## config.mk

```make
export PLATFORM = sky130hd
export DESIGN_NAME = spi_cmd_data_rx
export DESIGN_NICKNAME = d
export VERILOG_FILES = /design/src/rtl/spi_rx_pkg.sv /design/src/rtl/spi_rx_sync.sv /design/src/rtl/spi_rx_shifter.sv /design/src/rtl/spi_rx_ctrl.sv /design/src/rtl/spi_rx_colctr.sv /design/src/rtl/spi_cmd_data_rx.sv
export SDC_FILE = /design/constraint.sdc
export NUM_CORES = 1
export LEC_CHECK = 0
export ABC_AREA = 1
export BUFFER_PORTS_ARGS = -buffer_cell sky130_fd_sc_hd__buf_2
export CAP_MARGIN = 20
export CORE_MARGIN = 2
export CORE_UTILIZATION = 65
export CTS_BUF_LIST = sky130_fd_sc_hd__clkbuf_8
export CTS_CLUSTER_DIAMETER = 50
export DETAILED_ROUTE_END_ITERATION = 10
export PLACE_DENSITY = 0.88
export SYNTH_ARGS = -nofsm -noshare
export SYNTH_HDL_FRONTEND = slang
export SYNTH_HIERARCHICAL = 1
export SYNTH_SLANG_ARGS = --single-unit
```

## constraint.sdc

```tcl
create_clock -name clk -period 2.9 [get_ports clk]
set_clock_uncertainty 0.15 [all_clocks]
set_input_delay 0.145 -clock clk [delete_from_list [all_inputs] [get_ports clk]]
set_output_delay 0.145 -clock clk [all_outputs]
set_load 0.03 [all_outputs]
```

## src/rtl/spi_rx_pkg.sv

```systemverilog
package spi_rx_pkg;
    typedef enum logic [1:0] {
        ST_CMD  = 2'd0,
        ST_LEN  = 2'd1,
        ST_DATA = 2'd2
    } rx_state_e;
endpackage

```

## src/rtl/spi_rx_sync.sv

```systemverilog
module spi_rx_sync #(
    parameter int WIDTH   = 4,
    parameter int STAGES  = 2,
    parameter logic [WIDTH-1:0] RST_VAL = '0
) (
    input  logic             clk,
    input  logic             rst_n,
    input  logic [WIDTH-1:0] d,
    output logic [WIDTH-1:0] q
);
    logic [WIDTH-1:0] pipe [STAGES];

    always_ff @(posedge clk or negedge rst_n) begin
        if (!rst_n) begin
            for (int i = 0; i < STAGES; i++) pipe[i] <= RST_VAL;
        end else begin
            pipe[0] <= d;
            for (int i = 1; i < STAGES; i++) pipe[i] <= pipe[i-1];
        end
    end

    assign q = pipe[STAGES-1];
endmodule

```

## src/rtl/spi_rx_shifter.sv

```systemverilog
module spi_rx_shifter #(
    parameter int BYTE_W = 8
) (
    input  logic              clk,
    input  logic              rst_n,
    input  logic              cs_n_s,
    input  logic              sclk_s,
    input  logic              sid_s,
    output logic              done,
    output logic [BYTE_W-1:0] byte_q
);
    localparam int CNT_W = $clog2(BYTE_W);

    logic              sclk_d;
    logic [BYTE_W-1:0] sh;
    logic [CNT_W-1:0]  cnt;
    logic              rise;

    assign rise = sclk_s & ~sclk_d;

    always_ff @(posedge clk or negedge rst_n) begin
        if (!rst_n) begin
            sclk_d <= 1'b0;
            sh     <= '0;
            cnt    <= '0;
            done   <= 1'b0;
            byte_q <= '0;
        end else begin
            sclk_d <= sclk_s;
            done   <= 1'b0;
            if (cs_n_s) begin
                sh  <= '0;
                cnt <= '0;
            end else if (rise) begin
                sh <= {sh[BYTE_W-2:0], sid_s};
                if (cnt == CNT_W'(BYTE_W - 1)) begin
                    cnt    <= '0;
                    done   <= 1'b1;
                    byte_q <= {sh[BYTE_W-2:0], sid_s};
                end else begin
                    cnt <= cnt + 1'b1;
                end
            end
        end
    end
endmodule

```

## src/rtl/spi_rx_ctrl.sv

```systemverilog
module spi_rx_ctrl
    import spi_rx_pkg::*;
#(
    parameter int          BYTE_W   = 8,
    parameter logic [7:0]  DIR_CODE = 8'hE8
) (
    input  logic              clk,
    input  logic              rst_n,
    input  logic              four_wire,
    input  logic              cs_n_s,
    input  logic              rs_s,
    input  logic              done,
    input  logic [BYTE_W-1:0] byte_q,
    output logic              rx_valid,
    output logic              rx_is_data,
    output logic [BYTE_W-1:0] rx_byte,
    output rx_state_e         state,
    output logic [BYTE_W-1:0] remain
);
    rx_state_e         state_n;
    logic [BYTE_W-1:0] remain_n;
    logic              emit;
    logic              emit_data;

    always_comb begin
        state_n   = state;
        remain_n  = remain;
        emit      = 1'b0;
        emit_data = 1'b0;
        if (four_wire) begin
            state_n   = ST_CMD;
            emit      = done;
            emit_data = rs_s;
        end else if (done) begin
            unique case (state)
                ST_CMD: begin
                    if (byte_q == BYTE_W'(DIR_CODE)) state_n = ST_LEN;
                    else                             emit    = 1'b1;
                end
                ST_LEN: begin
                    remain_n = byte_q;
                    state_n  = ST_DATA;
                end
                ST_DATA: begin
                    emit      = 1'b1;
                    emit_data = 1'b1;
                    if (remain == '0) state_n  = ST_CMD;
                    else              remain_n = remain - 1'b1;
                end
                default: state_n = ST_CMD;
            endcase
        end else if (cs_n_s) begin
            state_n = ST_CMD;
        end
    end

    // state register
    always_ff @(posedge clk or negedge rst_n) begin
        if (!rst_n) begin
            state  <= ST_CMD;
            remain <= '0;
        end else begin
            state  <= state_n;
            remain <= remain_n;
        end
    end

    // output register
    always_ff @(posedge clk or negedge rst_n) begin
        if (!rst_n) begin
            rx_valid   <= 1'b0;
            rx_is_data <= 1'b0;
            rx_byte    <= '0;
        end else begin
            rx_valid   <= emit;
            rx_is_data <= emit & emit_data;
            if (emit) rx_byte <= byte_q;
        end
    end
endmodule

```

## src/rtl/spi_rx_colctr.sv

```systemverilog
module spi_rx_colctr #(
    parameter int NUM_COLS = 128,
    localparam int COL_W   = (NUM_COLS > 1) ? $clog2(NUM_COLS) : 1
) (
    input  logic             clk,
    input  logic             rst_n,
    input  logic             step,
    output logic [COL_W-1:0] col
);
    always_ff @(posedge clk or negedge rst_n) begin
        if (!rst_n)                              col <= '0;
        else if (step) begin
            if (col == COL_W'(NUM_COLS - 1))     col <= '0;
            else                                 col <= col + 1'b1;
        end
    end
endmodule

```

## src/rtl/spi_cmd_data_rx.sv

```systemverilog
module spi_cmd_data_rx #(
    parameter int         NUM_COLS    = 128,
    parameter int         SYNC_STAGES = 2,
    parameter logic [7:0] DIR_CODE    = 8'hE8,
    localparam int        BYTE_W      = 8,
    localparam int        COL_W       = (NUM_COLS > 1) ? $clog2(NUM_COLS) : 1
) (
    input  logic              clk,
    input  logic              rst_n,
    input  logic              cs_n,
    input  logic              sclk,
    input  logic              sid,
    input  logic              rs,
    input  logic              four_wire,
    output logic              rx_valid,
    output logic              rx_is_data,
    output logic [BYTE_W-1:0] rx_byte,
    output logic [COL_W-1:0]  col_addr
);
    import spi_rx_pkg::*;

    logic              cs_n_s, sclk_s, sid_s, rs_s;
    logic              done;
    logic [BYTE_W-1:0] byte_q;
    rx_state_e         state;
    logic [BYTE_W-1:0] remain;

    spi_rx_sync #(.WIDTH(4), .STAGES(SYNC_STAGES), .RST_VAL(4'b1000)) u_sync (
        .clk (clk),
        .rst_n (rst_n),
        .d   ({cs_n, sclk, sid, rs}),
        .q   ({cs_n_s, sclk_s, sid_s, rs_s})
    );

    spi_rx_shifter #(.BYTE_W(BYTE_W)) u_shift (
        .clk    (clk),
        .rst_n  (rst_n),
        .cs_n_s (cs_n_s),
        .sclk_s (sclk_s),
        .sid_s  (sid_s),
        .done   (done),
        .byte_q (byte_q)
    );

    spi_rx_ctrl #(.BYTE_W(BYTE_W), .DIR_CODE(DIR_CODE)) u_ctrl (
        .clk        (clk),
        .rst_n      (rst_n),
        .four_wire  (four_wire),
        .cs_n_s     (cs_n_s),
        .rs_s       (rs_s),
        .done       (done),
        .byte_q     (byte_q),
        .rx_valid   (rx_valid),
        .rx_is_data (rx_is_data),
        .rx_byte    (rx_byte),
        .state      (state),
        .remain     (remain)
    );

    spi_rx_colctr #(.NUM_COLS(NUM_COLS)) u_col (
        .clk   (clk),
        .rst_n (rst_n),
        .step  (rx_valid & rx_is_data),
        .col   (col_addr)
    );
endmodule

```

# Word-level counts from Yosys, hierarchy flattened
# Index checks and enable logic that the tools add are counted.
# Widths: inputs -> output; s select.
# classes
add_sub_neg	3
n_mux	24
reduce_logical	8
n_eq_ne	8
bitwise_logic	6
# op_table
cell	count
$mux 7	3
$pmux 8 s2	1
$mux 2	5
$mux 1	9
$mux 3	3
$eq 8x8->1 const B	1
$logic_not 8->1	1
$mux 8	1
$ne 4x3->1 const B	2
$sub 8x1->8 const B	1
$add 7x1->7 const B	1
$eq 7x7->1 const B	1
$pmux 2 s3	1
$reduce_and 3->1	2
$reduce_and 4->1	1
$reduce_bool 2->1	2
$add 3x1->3 const B	1
$and 1x1->1	3
$eq 3x3->1 const B	1
$not 1->1	3
$reduce_bool 3->1	1
$eq 2x1->1 const B	1
$eq 2x2->1 const B	1
$logic_not 2->1	1
2 further kinds	2
# totals
reg_bits	55
input_bits	7
word_cells	62
out_inout_bits	17

# Logic depth before layout (Yosys ltp)
# Gate-level depths: netlist of run 1.
# logic_depth
word_depth	6
depth_mapped	10

# Modules after synthesis
# Netlist of run 1, hierarchy kept.
# modules_own_cells
module	seq_area_each_um2	n_inst	area_each_um2	cells_each
spi_rx_ctrl	500.5	1	1244.9	173
spi_rx_shifter	500.5	1	838.3	88
spi_rx_colctr	175.2	1	361.6	48
spi_rx_sync	202.7	1	232.7	12
spi_cmd_data_rx	0.0	1	7.5	2

# Worst setup path after synthesis of run 1
# OpenSTA, ideal clock, no wires.
# synth_path
kind	register to register
from	reg u_ctrl.state[0]
to	reg u_ctrl.remain[6]
setup_slack_ns	1.444
period_less_slack_ns	1.456
stages_incl_launch_ff	9
setup_ns	0.115
t_arrival_ns	1.191
path_cell_list	dfrtp_1 inv_1 ha_1 buf_2 buf_2 nor2_1 nor2_4 nand2_2 nand2_2
# synth_between
elab_chain_cells	3
word_cells_on_any_way	6
cone_classes	eq/ne: 3; mux: 1; reduce/logical: 2
# synth_lines
element	line_no	text
from (decl)	spi_rx_ctrl.sv:17	output rx_state_e state,
from (signal assigned)	spi_rx_ctrl.sv:63	state <= state_n;
$eq 2x2->1 or $eq 2x1->1 (tied branches)	spi_rx_ctrl.sv:35	unique case (state)
$ne 2x2->1 (no source line) or $reduce_bool 2->1 (tied branches)	-	
$reduce_and 4->1 (no source line)	-	
to (signal assigned)	spi_rx_ctrl.sv:64	remain <= remain_n;
to (decl)	spi_rx_ctrl.sv:18	output logic [BYTE_W-1:0] remain
# Parallel ways exist; a longest one is shown, timed or not.
# A chain may end at the register's enable or synchronous reset.

# Worst setup path after layout of run 1
# layout_path
from	reg u_ctrl.state[0]
to	reg u_ctrl.remain[0]
# The elaborated chain is that of the path after synthesis.

==> results of run 1 <==
[cell usage in the layout, fill, tap and decap left out]
cell type,Yosys,layout
xor2_1,2,2
nand2_1,117,117
a21oi_1,2,2
inv_6,0,1
ha_1,8,8
o21ai_2,2,2
nor2_2,1,1
nor2_4,5,5
nand2_2,7,7
dfrtp_1,53,53
buf_4,5,2
o21ai_1,1,1
inv_2,9,9
dlygate4sd3_1,0,5
nand2_4,2,2
nand3_2,1,1
nand4_1,11,11
inv_1,25,25
bufinv_16,0,1
o21ai_0,5,5
dfstp_2,2,2
nor2_1,26,26
nand4_2,1,1
buf_2,5,23
clkbuf_8,0,6
xnor2_1,1,1
nand3_1,31,31
[area by class of cell]
type / instances / area (um2) / area share
multi-input cells: 223 / 1096 / 0.3695
inverters: 34 / 127.6 / 0.04302
clock inverters: 2 / 38.79 / 0.01307
clock buffers: 6 / 82.58 / 0.02784
well taps: 50 / 62.56 / 0.02109
repair buffers: 30 / 180.2 / 0.06073
flip-flops and latches: 55 / 1379 / 0.4648
[worst paths after layout]
kind	start	end	slack (ns)
worst max-delay path	u_ctrl/state[0]$_DFFE_PN0P_	u_ctrl/remain[0]$_DFFE_PN0P_	0.99
worst min-delay path	four_wire	u_ctrl/state[1]$_DFFE_PN0P_	0.06
worst max register to register	u_ctrl/state[0]$_DFFE_PN0P_	u_ctrl/remain[0]$_DFFE_PN0P_	0.99
worst min register to register	u_sync/pipe[6]$_DFF_PN0_	u_sync/q[2]$_DFF_PN0_	0.21
max in group asynchronous	rst_n	u_sync/q[3]$_DFF_PN1_	1.64
min in group asynchronous	rst_n	u_ctrl/state[1]$_DFFE_PN0P_	0.26
[power by group]
| part | internal (mW) | switching [mW] | leakage [nW] |
|---|---|---|---|
| registers | 0.776 | 0.00628 | 0.739 |
| clock network | 0.284 | 0.257 | 0.0618 |
| logic | 0.0139 | 0.0326 | 0.828 |
| total | 1.07 | 0.296 | 1.63 |
[layer usage]
layer,up-vias,routed length (um),track usage
li1,1055,-,-
met1,1047,2353,0.3062
met2,55,2814,0.4369
met3,7,185,0.04441
met4,0,59,0.09250
met5,-,0,0
[cell usage after synthesis, drive strengths merged]
cell type | n | share of area
nand4 | 12 | 0.030
a21oi | 2 | 0.0037
buf | 11 | 0.031
xnor2 | 1 | 0.0033
ha | 8 | 0.037
dfrtp | 53 | 0.49
xor2 | 2 | 0.0065
inv | 34 | 0.048
nor2 | 32 | 0.060
nand3 | 32 | 0.062
dfstp | 2 | 0.020
o21ai | 8 | 0.018
nand2 | 126 | 0.19
[timing repair]
| action | CTS | global route |
|---|---|---|
| setup endpoints to repair | 0 | 0 |
| hold endpoints to repair | 30 | 0 |
| hold buffers | 5 | 0 |
[registers in the layout, indices dropped and copies added, names as in the netlist]
name / flops
u_sync/q: 4
u_sync/pipe: 4
u_ctrl/rx_is_data: 1
u_shift/sh: 7
u_ctrl/rx_valid: 1
u_ctrl/rx_byte: 8
u_shift/cnt: 3
u_ctrl/state: 2
u_shift/byte_q: 8
u_shift/sclk_d: 1
u_col/col: 7
u_shift/done: 1
u_ctrl/remain: 8
[tightest hold or removal path, cell delays in order]
cell	delay [ns]
buf_2	0.14
nor2_1	0.06
nand4_1	0.08
nand2_1	0.05
[through the flow]
stage	hold slack [ns]	instances	setup WS [ns]	power [mW]
floorplan	-0.3006	323	1.444	0.8175
global placement	0.04651	387	1.143	0.8372
detailed placement	0.05212	387	1.045	0.8395
CTS	0.04739	400	0.9968	1.369
global route	0.06238	400	0.8072	1.412
finish	0.05567	400	0.9859	1.371
[logic make-up (layout without fill, tap and decap cells)]
family,after synthesis,after routing,synth area share
xor gates and xnor gates,3,3,0.009787
AOI/OAI and AO/OA,10,10,0.02143
and+or+nand+nor,202,202,0.3397
adders and majority gates,8,8,0.03728
buffers and inverters,45,72,0.07828
DFF,55,55,0.5135
==> metrics.txt, run 1 <==
Antenna Nets Post-Route 0; Routed WL 5412 um; FF-to-FF path depth 7; worst hold path type primary input to flip-flop; CTS clk-pin slew, worst paths 0.10 ns; PD cells 462.1 nW/um2; Worst slew margin 0.5590; core area 4000 um2; Post-CTS Setup Bufs 0; post-synthesis sequential area ratio 0.5135; CP Class flip-flop to flip-flop; total gr overflow 0; CP Cell Sequence inv_1, ha_1, nand3_2, nand2_4, inv_1, nand2_1, o21ai_1; Placer Congestion 0.7414; Starting Density 0.6713; Max Cap Viol 0; setup violators final 0; Slowest-stage cell, CP ha_1; WL/cell 13.53 um; slew of the pin with the lowest slew margin 0.6615 ns; Setup crit start kind flip-flop; vias in the first global route 1991; CP max stage delay 0.53 ns; CP arrival 1.96 ns; DR vias 2164; Die W 68.27 um; WP data required 2.94 ns; area post-placement 2795 um2; P_leak 1.629 nW; Nets 364; Syn Inst Count 323; synthesis warning total 6; drc violations 0; worst vdd ir 0.4509 mV; Post-Syn Nets 338; Final Hold Viols 0; Crit Path Max Fanout 17; Top Ports 24; global-route wire length before repair 8562 um; RSZ-0062 raised after global routing false; largest net degree at the start of global routing 30; Starting DRT DRC Count 220; Die Y 68.27 um; detailed placer's ending HPWL 3867 um; initial antenna violation count 0; CTS resizes 0; CP Depth 7; CTS sink cnt 55; hold depth 4; layout cells sized above 1 0.1800; post-synthesis to final-layout area growth 10.48%; H-tree depth 2; Distinct cells, synth 24; minimum clock period after layout 1.914 ns; Fmax 522.4 MHz; CTS tree built; outcome completed; count of buffer and inverter cells on the critical path 2; Clock Latency Late Sink 0.31 ns; Port Buffer Count 23; # diodes 0; Synth Cell Area 2685 um2; Top delay family on crit path adder cells; # fillers 306; Longest Clk Path Bufs 2; Final TNS setup 0 ns; fin area 2967 um2; area of the die 4661 um2; Yosys reg bits 55; CTS Buf Count 5; period utilization 0.6600; Avg Inst Size Synth 8.313 um2; GRT Util Overall 0.2492; critical path capture point type flip-flop; Detailed Routing Iterations Pass 1 4; root buffer cell clkbuf_8; post-layout util 0.7416; Slew Viols, Final 0; # rows 23; post-DR vias/cell 5.410; Crit path top cell by count inv_1
Note: power is estimated with default switching activity, not from simulation.
==> run 2: changes to the inputs <==
--- a/config.mk
+++ b/config.mk
@@ -9,11 +9,11 @@
 export BUFFER_PORTS_ARGS = -buffer_cell sky130_fd_sc_hd__buf_2
 export CAP_MARGIN = 20
 export CORE_MARGIN = 2
-export CORE_UTILIZATION = 65
+export CORE_UTILIZATION = 55
 export CTS_BUF_LIST = sky130_fd_sc_hd__clkbuf_8
 export CTS_CLUSTER_DIAMETER = 50
 export DETAILED_ROUTE_END_ITERATION = 10
-export PLACE_DENSITY = 0.88
+export PLACE_DENSITY = 0.8
 export SYNTH_ARGS = -nofsm -noshare
 export SYNTH_HDL_FRONTEND = slang
 export SYNTH_HIERARCHICAL = 1
==> constraint.sdc (replaced) <==
create_clock -name clk -period 1.6 [get_ports clk]
set_clock_uncertainty 0.15 [all_clocks]
set_input_delay 0.08 -clock clk [delete_from_list [all_inputs] [get_ports clk]]
set_output_delay 0.08 -clock clk [all_outputs]
set_load 0.03 [all_outputs]
==> metrics.txt, run 2 (synthesis gave the netlist of run 1 again) <==
drc violations 0 (unchanged); Max Cap Viol 0 (unchanged); Setup crit start kind flip-flop (unchanged); DR vias 2135 (was 2164); Die W 73.87 um (was 68.27 um); CTS sink cnt 55 (unchanged); Placer Congestion 0.8203 (was 0.7414); Antenna Nets Post-Route 0 (unchanged); CP Cell Sequence inv_1, ha_1, nand3_1, inv_2, nand2_4, buf_4, nand2_1, o21ai_2 (was inv_1, ha_1, nand3_2, nand2_4, inv_1, nand2_1, o21ai_1); Fmax 644.9 MHz (was 522.4 MHz); outcome completed (unchanged); Crit Path Max Fanout 6 (was 17); Starting Density 0.5685 (was 0.6713); largest net degree at the start of global routing 56 (was 30); post-synthesis to final-layout area growth 14.26% (was 10.48%); Final TNS setup 0 ns (unchanged); CTS Buf Count 5 (unchanged); worst hold path type primary input to async pin (was primary input to flip-flop); Clock Latency Late Sink 0.32 ns (was 0.31 ns); post-DR vias/cell 4.988 (was 5.410); Top Ports 24 (unchanged); fin area 3068 um2 (was 2967 um2); area post-placement 2859 um2 (was 2795 um2); Regs by FF count u_ctrl/remain: 8 flops, u_ctrl/rx_byte: 8 flops, u_shift/byte_q: 8 flops (unchanged); period utilization 0.9692 (was 0.6600); # diodes 0 (unchanged); setup violators final 0 (unchanged); Routed WL 5324 um (was 5412 um); commonest non-fill, non-tap cell in the layout nand2_1 (unchanged); global-route wire length before repair 8611 um (was 8562 um); Longest Clk Path Bufs 2 (unchanged); vias in the first global route 1970 (was 1991); Starting DRT DRC Count 147 (was 220); Port Buffer Count 23 (unchanged); layout cells sized above 1 0.2133 (was 0.1800); PD cells 756.7 nW/um2 (was 462.1 nW/um2); CP max stage delay 0.40 ns (was 0.53 ns); H-tree depth 2 (unchanged); # fillers 391 (was 306); GRT Util Overall 0.2062 (was 0.2492); # rows 25 (was 23); root buffer cell clkbuf_8 (unchanged); total gr overflow 0 (unchanged); Worst slew margin 0.8015 (was 0.5590); CP arrival 1.61 ns (was 1.96 ns); slew of the pin with the lowest slew margin 0.2973 ns (was 0.6615 ns); dpl ws 0.03884 ns (was 1.045 ns); CTS tree built (unchanged); Slew Viols, Final 0 (unchanged); worst vdd ir 0.9324 mV (was 0.4509 mV); Finished Layout Cells 428 (was 400); commonest cells after routing, fill and taps aside nand2_1, dfrtp_1, nand3_1, nor2_1 (was nand2_1, dfrtp_1, nand3_1, nor2_1, inv_1); placed cell count 408 (was 387); CP Class flip-flop to flip-flop (unchanged); Detailed Routing Iterations Pass 1 4 (unchanged); Slowest-stage cell, CP dfrtp_1 (was ha_1); P_leak 1.664 nW (was 1.629 nW); core area 4723 um2 (was 4000 um2); minimum clock period after layout 1.551 ns (was 1.914 ns); area of the die 5457 um2 (was 4661 um2); final worst slack 0.04928 ns (was 0.9859 ns); Final Hold Viols 0 (unchanged); CTS clk-pin slew, worst paths 0.10 ns (about the same); Nets 375 (was 364); WL/cell 12.44 um (was 13.53 um); WP data required 1.66 ns (was 2.94 ns); detailed placer's ending HPWL 3653 um (was 3867 um); Die Y 73.87 um (was 68.27 um); critical path capture point type flip-flop (unchanged); initial antenna violation count 0 (unchanged)
[run 2: critical path: cells and delay by family (launching register included)]
family / cells / cell delay [ns]
flip-flops: 1 / 0.40
buffers and inverters: 3 / 0.33
adder cells (fa/ha/maj): 1 / 0.28
AND/OR/NAND/NOR: 3 / 0.23
AO/OA/AOI/OAI: 1 / 0.06
[run 2: repair_timing]
action,in CTS,in global routing
buffers inserted,0,4
hold buffers,6,0
setup endpoints to repair,0,15
gates resized for setup,0,6
endpoints found under the hold margin,62,0
[run 2: metrics by stage]
| stage | total power, mW | utilization | hold WS (ns) |
|---|---|---|---|
| floorplan | 1.482 | - | -0.3656 |
| global placement | 1.521 | 0.6053 | -0.05457 |
| detailed placement | 1.523 | 0.6053 | -0.05618 |
| CTS | 2.341 | 0.6387 | 0.1423 |
| global route | 2.407 | 0.6495 | 0.1578 |
| finish | 2.322 | 0.6495 | 0.1137 |
[run 2: where the power goes]
group / internal, mW / switching, mW / total (mW)
registers: 1.41 / 0.0117 / 1.42
clock network: 0.325 / 0.491 / 0.816
logic: 0.0293 / 0.0577 / 0.0870
total: 1.76 / 0.560 / 2.32
[run 2: final timing paths]
| kind | start | end | slack, ns | cells past startpoint |
|---|---|---|---|---|
| setup / recovery | u_ctrl/state[1]$_DFFE_PN0P_ | u_ctrl/remain[1]$_DFFE_PN0P_ | 0.05 | 8 |
| hold / removal | rst_n | u_ctrl/remain[5]$_DFFE_PN0P_ | 0.11 | 3 |
| setup reg to reg | u_ctrl/state[1]$_DFFE_PN0P_ | u_ctrl/remain[1]$_DFFE_PN0P_ | 0.05 | 8 |
| hold reg to reg | u_sync/pipe[7]$_DFF_PN1_ | u_sync/q[3]$_DFF_PN1_ | 0.21 | 0 |
| max in group asynchronous | rst_n | u_sync/q[3]$_DFF_PN1_ | 0.89 | 3 |
| min in group clk | u_sync/pipe[7]$_DFF_PN1_ | u_sync/q[3]$_DFF_PN1_ | 0.21 | 0 |
[run 2: layer usage]
layer | GRT usage | share of wire
met5 | 0 | 0
met3 | 0.03704 | 0.022
met1 | 0.2668 | 0.45
met4 | 0.05455 | 0.015
met2 | 0.3562 | 0.51
[run 2: layout make-up]
| cell class | instances | area, um2 | area share |
|---|---|---|---|
| Sequential cell | 55 | 1379 | 0.4494 |
| Timing Repair Buffer | 39 | 266.5 | 0.08687 |
| Multi-Input combinational cell | 225 | 1114 | 0.3630 |
| Inverter | 34 | 127.6 | 0.04160 |
| Tap cell | 67 | 83.83 | 0.02732 |
| Clock inverter | 3 | 28.78 | 0.009380 |
| Clock buffer | 5 | 68.82 | 0.02243 |
